$ cat src/rtl/ratio_search_pkg.sv
package ratio_search_pkg;
  typedef enum logic [1:0] {
    STEP_HOLD = 2'd0,
    STEP_UP   = 2'd1,
    STEP_DOWN = 2'd2
  } step_e;
endpackage

$ cat src/rtl/pulse_divider.sv
module pulse_divider #(
  parameter int W = 8
) (
  input  logic         clk_i,
  input  logic         rst_ni,
  input  logic         clr_i,
  input  logic         pulse_i,
  input  logic [W-1:0] ratio_i,
  output logic         pulse_o
);
  logic [W-1:0] cnt_q;
  logic         out_q;

  always_ff @(posedge clk_i or negedge rst_ni) begin
    if (!rst_ni) begin
      cnt_q <= '0;
      out_q <= 1'b0;
    end else if (clr_i) begin
      cnt_q <= '0;
      out_q <= 1'b0;
    end else begin
      out_q <= 1'b0;
      if (pulse_i) begin
        // >= so a shrinking ratio never strands the count
        if (cnt_q >= ratio_i - W'(1)) begin
          cnt_q <= '0;
          out_q <= 1'b1;
        end else begin
          cnt_q <= cnt_q + W'(1);
        end
      end
    end
  end

  assign pulse_o = out_q;

  AST_OUT_NEEDS_IN: assert property (@(posedge clk_i) disable iff (!rst_ni)
    pulse_o |-> $past(pulse_i));
endmodule

$ cat src/rtl/updown_acc.sv
module updown_acc #(
  parameter int ACC_W = 10,
  localparam int NET_W = ACC_W + 1
) (
  input  logic                    clk_i,
  input  logic                    rst_ni,
  input  logic                    clr_i,
  input  logic                    up_i,
  input  logic                    dn_i,
  output logic signed [NET_W-1:0] net_o
);
  localparam logic [ACC_W-1:0] MAXV = '1;
  localparam logic [ACC_W-1:0] MIDV = ACC_W'(1) << (ACC_W - 1);

  logic [ACC_W-1:0] acc_q, base, acc_d;

  always_comb begin
    base  = clr_i ? MIDV : acc_q;
    acc_d = base;
    if (up_i && !dn_i && base != MAXV) acc_d = base + ACC_W'(1);
    if (dn_i && !up_i && base != '0)   acc_d = base - ACC_W'(1);
  end

  always_ff @(posedge clk_i or negedge rst_ni) begin
    if (!rst_ni) acc_q <= MIDV;
    else         acc_q <= acc_d;
  end

  assign net_o = $signed({1'b0, acc_q}) - $signed({1'b0, MIDV});

  AST_ACC_SAT_HI: assert property (@(posedge clk_i) disable iff (!rst_ni)
    (acc_q == MAXV && up_i && !dn_i && !clr_i) |=> acc_q == MAXV);
  AST_ACC_SAT_LO: assert property (@(posedge clk_i) disable iff (!rst_ni)
    (acc_q == '0 && dn_i && !up_i && !clr_i) |=> acc_q == '0);
  AST_ACC_RELOAD: assert property (@(posedge clk_i) disable iff (!rst_ni)
    (clr_i && !up_i && !dn_i) |=> acc_q == MIDV);
endmodule

$ cat src/rtl/ratio_ctrl.sv
module ratio_ctrl
  import ratio_search_pkg::*;
#(
  parameter int DIV_W = 5,
  parameter int DMIN  = 10,
  parameter int DMAX  = 20,
  parameter int DMID  = 15,
  parameter int WIN   = 64,
  parameter int TH    = 2,
  parameter int NET_W = 11
) (
  input  logic                    clk_i,
  input  logic                    rst_ni,
  input  logic                    start_i,
  input  logic                    ref_div_i,
  input  logic signed [NET_W-1:0] net_i,
  output logic                    run_o,
  output logic                    acc_clr_o,
  output logic [DIV_W-1:0]        div_o,
  output logic                    locked_o,
  output logic                    too_high_o,
  output logic                    too_low_o
);
  localparam int WIN_W = (WIN > 1) ? $clog2(WIN) : 1;
  localparam logic [WIN_W-1:0]        WIN_LAST = WIN_W'(WIN - 1);
  localparam logic [DIV_W-1:0]        D_MIN = DIV_W'(DMIN);
  localparam logic [DIV_W-1:0]        D_MAX = DIV_W'(DMAX);
  localparam logic [DIV_W-1:0]        D_MID = DIV_W'(DMID);
  localparam logic signed [NET_W-1:0] TH_P  = NET_W'(TH);
  localparam logic signed [NET_W-1:0] TH_N  = -TH_P;

  logic             run_q, eval_q, bal_q, locked_q, hi_q, lo_q;
  logic [WIN_W-1:0] win_q;
  logic [DIV_W-1:0] div_q;
  step_e            step;

  always_comb begin
    if (net_i > TH_P)      step = STEP_UP;
    else if (net_i < TH_N) step = STEP_DOWN;
    else                   step = STEP_HOLD;
  end

  always_ff @(posedge clk_i or negedge rst_ni) begin
    if (!rst_ni) begin
      run_q    <= 1'b0;
      eval_q   <= 1'b0;
      win_q    <= '0;
      div_q    <= D_MID;
      bal_q    <= 1'b0;
      locked_q <= 1'b0;
      hi_q     <= 1'b0;
      lo_q     <= 1'b0;
    end else if (start_i) begin
      run_q    <= 1'b1;
      eval_q   <= 1'b0;
      win_q    <= '0;
      div_q    <= D_MID;
      bal_q    <= 1'b0;
      locked_q <= 1'b0;
      hi_q     <= 1'b0;
      lo_q     <= 1'b0;
    end else if (run_q) begin
      eval_q <= ref_div_i && (win_q == WIN_LAST);
      if (ref_div_i) win_q <= (win_q == WIN_LAST) ? '0 : win_q + WIN_W'(1);
      if (eval_q) begin
        unique case (step)
          STEP_UP: begin
            bal_q    <= 1'b0;
            locked_q <= 1'b0;
            lo_q     <= 1'b0;
            if (div_q >= D_MAX) hi_q <= 1'b1;
            else begin
              hi_q  <= 1'b0;
              div_q <= div_q + DIV_W'(1);
            end
          end
          STEP_DOWN: begin
            bal_q    <= 1'b0;
            locked_q <= 1'b0;
            hi_q     <= 1'b0;
            if (div_q <= D_MIN) lo_q <= 1'b1;
            else begin
              lo_q  <= 1'b0;
              div_q <= div_q - DIV_W'(1);
            end
          end
          default: begin
            hi_q     <= 1'b0;
            lo_q     <= 1'b0;
            bal_q    <= 1'b1;
            locked_q <= bal_q; // second balanced window in a row
          end
        endcase
      end
    end
  end

  assign run_o      = run_q;
  assign acc_clr_o  = start_i || eval_q;
  assign div_o      = div_q;
  assign locked_o   = locked_q;
  assign too_high_o = hi_q;
  assign too_low_o  = lo_q;

  AST_IDLE_HOLD: assert property (@(posedge clk_i) disable iff (!rst_ni)
    (!run_q && !start_i) |=> ($stable(div_q) && !locked_q && !hi_q && !lo_q));
  AST_START_LOAD: assert property (@(posedge clk_i) disable iff (!rst_ni)
    start_i |=> (div_q == D_MID && !locked_q));
  AST_STEP_ONE: assert property (@(posedge clk_i) disable iff (!rst_ni)
    (!$stable(div_q) && !$past(start_i)) |->
      (div_q == $past(div_q) + DIV_W'(1) || div_q == $past(div_q) - DIV_W'(1)));
  AST_DIV_RANGE: assert property (@(posedge clk_i) disable iff (!rst_ni)
    (div_q >= D_MIN && div_q <= D_MAX));
  AST_FLAGS_EXCL: assert property (@(posedge clk_i) disable iff (!rst_ni)
    !(hi_q && lo_q));
  AST_LOCK_RISE: assert property (@(posedge clk_i) disable iff (!rst_ni)
    $rose(locked_q) |-> ($past(eval_q) && $past(bal_q)));
  AST_DRIFT_UNLOCK: assert property (@(posedge clk_i) disable iff (!rst_ni)
    (run_q && !start_i && eval_q && step != STEP_HOLD) |=> !locked_q);
endmodule

$ cat src/rtl/ratio_search.sv
module ratio_search #(
  parameter int PRE   = 8,
  parameter int DIV_W = 5,
  parameter int DMIN  = 10,
  parameter int DMAX  = 20,
  parameter int DMID  = 15,
  parameter int WIN   = 64,
  parameter int TH    = 2,
  parameter int ACC_W = 10
) (
  input  logic             clk_i,
  input  logic             rst_ni,
  input  logic             start_i,
  input  logic             in_edge_i,
  input  logic             ref_edge_i,
  output logic [DIV_W-1:0] div_o,
  output logic             locked_o,
  output logic             too_high_o,
  output logic             too_low_o
);
  localparam int PRE_W = $clog2(PRE + 1);
  localparam int NET_W = ACC_W + 1;

  logic [1:0]              raw_edge, pre_edge;
  logic                    in_div, run, acc_clr;
  logic signed [NET_W-1:0] net;

  assign raw_edge = {ref_edge_i, in_edge_i};

  // identical fixed prescale on both paths
  for (genvar g = 0; g < 2; g++) begin : g_pre
    pulse_divider #(.W(PRE_W)) u_pre (
      .clk_i   (clk_i),
      .rst_ni  (rst_ni),
      .clr_i   (start_i),
      .pulse_i (raw_edge[g]),
      .ratio_i (PRE_W'(PRE)),
      .pulse_o (pre_edge[g])
    );
  end

  pulse_divider #(.W(DIV_W)) u_pdiv (
    .clk_i   (clk_i),
    .rst_ni  (rst_ni),
    .clr_i   (start_i),
    .pulse_i (pre_edge[0]),
    .ratio_i (div_o),
    .pulse_o (in_div)
  );

  updown_acc #(.ACC_W(ACC_W)) u_acc (
    .clk_i  (clk_i),
    .rst_ni (rst_ni),
    .clr_i  (acc_clr),
    .up_i   (run && in_div),
    .dn_i   (run && pre_edge[1]),
    .net_o  (net)
  );

  ratio_ctrl #(
    .DIV_W (DIV_W),
    .DMIN  (DMIN),
    .DMAX  (DMAX),
    .DMID  (DMID),
    .WIN   (WIN),
    .TH    (TH),
    .NET_W (NET_W)
  ) u_ctrl (
    .clk_i      (clk_i),
    .rst_ni     (rst_ni),
    .start_i    (start_i),
    .ref_div_i  (pre_edge[1]),
    .net_i      (net),
    .run_o      (run),
    .acc_clr_o  (acc_clr),
    .div_o      (div_o),
    .locked_o   (locked_o),
    .too_high_o (too_high_o),
    .too_low_o  (too_low_o)
  );
endmodule

$ cat config.mk
export PLATFORM = sky130hd
export DESIGN_NAME = ratio_search
export DESIGN_NICKNAME = d
export VERILOG_FILES = /design/src/rtl/ratio_search_pkg.sv /design/src/rtl/pulse_divider.sv /design/src/rtl/updown_acc.sv /design/src/rtl/ratio_ctrl.sv /design/src/rtl/ratio_search.sv
export SDC_FILE = /design/constraint.sdc
export NUM_CORES = 1
export LEC_CHECK = 0
export BUFFER_PORTS_ARGS = -buffer_cell sky130_fd_sc_hd__buf_2
export CAP_MARGIN = 20
export CORE_MARGIN = 3
export CORE_UTILIZATION = 45
export CTS_CLUSTER_SIZE = 16
export DETAILED_ROUTE_END_ITERATION = 16
export GPL_TIMING_DRIVEN = 0
export PLACE_DENSITY_LB_ADDON = 0.1
export SLEW_MARGIN = 30
export SYNTH_ARGS = -nofsm -noshare
export SYNTH_HDL_FRONTEND = slang
export SYNTH_HIERARCHICAL = 1
export SYNTH_SLANG_ARGS = --single-unit
export TNS_END_PERCENT = 100
$ cat constraint.sdc
create_clock -name clk_i -period 3.91 [get_ports clk_i]
set_input_delay 0.391 -clock clk_i [delete_from_list [all_inputs] [get_ports clk_i]]
set_output_delay 0.391 -clock clk_i [all_outputs]
set_load 0.1 [all_outputs]
==> results.yml <==
status:
  status: "completed"
clock_tree:
  holdBufCountCts: 0
  worstSkewPairLatency_ns: 0.29
  h-tree-depth: 2
  cts_sinks: 43
  cts_made_buffers: 5
  root_buffer: "clkbuf_8"
  cts_tree: "built"
  post-cts-setup-buffer-count: 0
  path_clk_slew_ns: 0.08
  cts.repair.resized: 0
  cts_buffer_depth: 2
sta:
  timing.fmax_mhz: 325.5
  fin_crit_sh_pct: 78.56
  min_period_ns: 3.072
  timing_hold_violations_final: 0
  setup-tns-final_ns: 0
  fin_skew_ns: 0.004446
  holdWs_ns: 0.08261
  finalWorstSetupSlack_ns: 0.8382
  slew_headroom_pct: 50.27
  worst_slew_pin_slew_ns: 0.7459
  slew_violations: 0
  setup_violations: 0
  rsz0062_at_grt: "no"
power_and_ir_drop:
  peakVddDrop_mv: 0.2103
  power_leakage_nw: 1.626
  pwr-share-clk_pct: 22.3
  p_int_uw: 914.7
  power_switching_uw: 654.0
  power_frac_comb_pct: 41.2
  power_mw: 1.569
  p_sw_share_pct: 41.69
  power_frac_seq_pct: 36.6
  powerDensity_mw_per_mm2: 425.7
synth:
  netlist_area_mm2: 0.003344
  ys_seq_elements: 43
  synth-xor-area-share_pct: 3.928
  yosys_warnings: 6
  yosysMostFrequentCell: "dfrtp_1"
  synth_compound_area_share_pct: 18.22
  synthMuxAreaShare_pct: 4.115
  synth.area.top_cells: "dfrtp_1, ha_1, dfstp_2"
  synth-edff-count: 0
  synth_largest_area_cell: "dfrtp_1"
  synth_top_family_by_area: "simple AND/OR/NAND/NOR gates"
  synthAdderAreaFrac_pct: 9.577
  synth.distinct_cells: 71
  async_flop_share_pct: 100.0
  synth_cells: 359
  yosysSeqAreaShare_pct: 32.36
  synth_top_flop_cell: "dfrtp_1"
  avgSynthCellArea_um2: 9.316
  yosys.area_share.simple_pct: 24.77
  ys_top_cells_by_count: "dfrtp_1, nor2_1, nand2_1"
  synth_top_cell_area_share_pct: 28.43
run:
  drv_cap: 0
die:
  num_rows: 30
  die_x_um: 92.21
  dieHeight_um: 92.21
  core_mm2: 0.006982
  die_area_mm2: 0.008503
  ioPinCount: 13
  initial_core_util_pct: 47.90
detailed_routing:
  drtIter0Drc: 196
  drc_errors: 0
  viasPerCell: 5.612
  num_vias: 2733
  dr.pass1.iters: 4
  antenna_left: 0
  routedWlPerCell_um: 14.23
  wirelength_um: 6931
worst_setup_path:
  arrival_ns: 3.22
  crit_type: "in2reg"
  cp_max_fo: 12
  crit_path_end_kind: "flip-flop"
  cp_data_required_time_ns: 4.05
  critPathLaunchType: "primary input"
layout:
  final_nets: 420
  drive_gt1_share_pct: 17.90
  antenna_cells: 0
  area_delta_synth_final_pct: 10.18
  fin_util_pct: 52.78
grt:
  overflow: 0
  grt_max_degree: 44
  grt_pass1_wl_um: 12500
  grt_pass1_vias: 2659
  grt_use_total_pct: 17.81
  antenna_found_initial: 0
place:
  port_buffers: 12
  dp.final_hpwl_um: 5122
  place_congestion: 0.8590
  pre_cts_ws_ns: 0.5911
hold_path:
  min_path_type: "in2async"
==> final cells by class <==
type,instances,area [um2]
fillers,677,3297
multi-input cells,287,2079
flip-flops and latches,43,1082
plain buffers,23,160.2
well taps,96,120.1
clock buffers,5,68.82
inverters,18,67.56
repair buffers,12,62.56
clock inverters,3,43.79
==> through the flow <==
step / std cells / cell area (um2)
final: 487 / 3685
after CTS: 487 / 3685
after detailed placement: 479 / 3572
after global routing: 487 / 3685
after global placement: 479 / 3570
after floorplan: 371 / 3390
==> placed cells by master (no fill, tap or decap), types with 9 or more instances in the layout <==
| master | instances |
|---|---|
| dfrtp_1 | 38 |
| nor2_1 | 26 |
| nand2_1 | 25 |
| ha_1 | 24 |
| inv_1 | 18 |
| a21oi_1 | 18 |
| nand2b_1 | 15 |
| nand3_1 | 15 |
| conb_1 | 14 |
| buf_4 | 14 |
| buf_2 | 13 |
| xnor2_1 | 9 |
| o211ai_1 | 9 |
==> state kept, by name, indices dropped and copies added, names as in the netlist <==
name,cells
u_ctrl/locked_o,1
u_ctrl/too_high_o,1
u_pdiv/cnt_q,5
u_acc/acc_q,10
u_ctrl/div_o,5
g_pre.u_pre/cnt_q,8
u_ctrl/run_o,1
g_pre.u_pre/pulse_o,2
u_ctrl/too_low_o,1
u_ctrl/eval_q,1
u_pdiv/pulse_o,1
u_ctrl/win_q,6
u_ctrl/bal_q,1
==> worst max-delay path: stages <==
cell       delay [ns]
buf_2            0.23
clkbuf_1         0.30
or2_2            0.23
clkbuf_1         0.35
inv_1            0.26
nand2_1          0.16
ha_1             0.24
nand3b_1         0.14
a31oi_1          0.43
nor3_1           0.09
a2111oi_0        0.38
==> layer usage <==
metal | global-route usage, % | part of all wire, % | vias to the layer above
met5 | 0 | 0 | -
li1 | - | - | 1366
met2 | 30.96 | 49 | 51
met1 | 23.05 | 46 | 1308
met3 | 2.953 | 3.2 | 8
met4 | 4.208 | 1.1 | 0
==> worst paths after layout <==
kind / from / end / slack [ns] / depth (start not counted)
worst min-delay path: rst_ni / u_pdiv/cnt_q[1] / 0.08 / 1
worst max register to register: u_acc/acc_q[2] / u_ctrl/div_o[4] / 0.99 / 10
worst min register to register: u_ctrl/locked_o / u_ctrl/locked_o / 0.48 / 2
max in group asynchronous: rst_ni / u_ctrl/div_o[3] / 3.44 / 1
worst max-delay path: start_i / u_acc/acc_q[6] / 0.84 / 11
min in group clk_i: start_i / g_pre[0].u_pre/cnt_q[0] / 0.42 / 2
==> cell families (layout without fill, tap and decap cells) <==
kind of cell             Yosys count  in the layout
multiplexers                      13             13
flip-flops                        43             43
AND/OR/NAND/NOR                  141            141
other                              2             14
adder cells (fa/ha/maj)           25             25
buffers and inverters             41             61
XOR/XNOR                          15             15
AO/OA/AOI/OAI                     79             79
==> power groups by stage <==
stage	clock [mW]	combinational [mW]	sequential, mW
after floorplan	0	0.354	0.754
after global placement	0	0.636	0.584
after detailed placement	0	0.649	0.585
after CTS	0.367	0.650	0.576
after global routing	0.385	0.708	0.588
final	0.349	0.646	0.574
(Power assumes the default switching activity.)
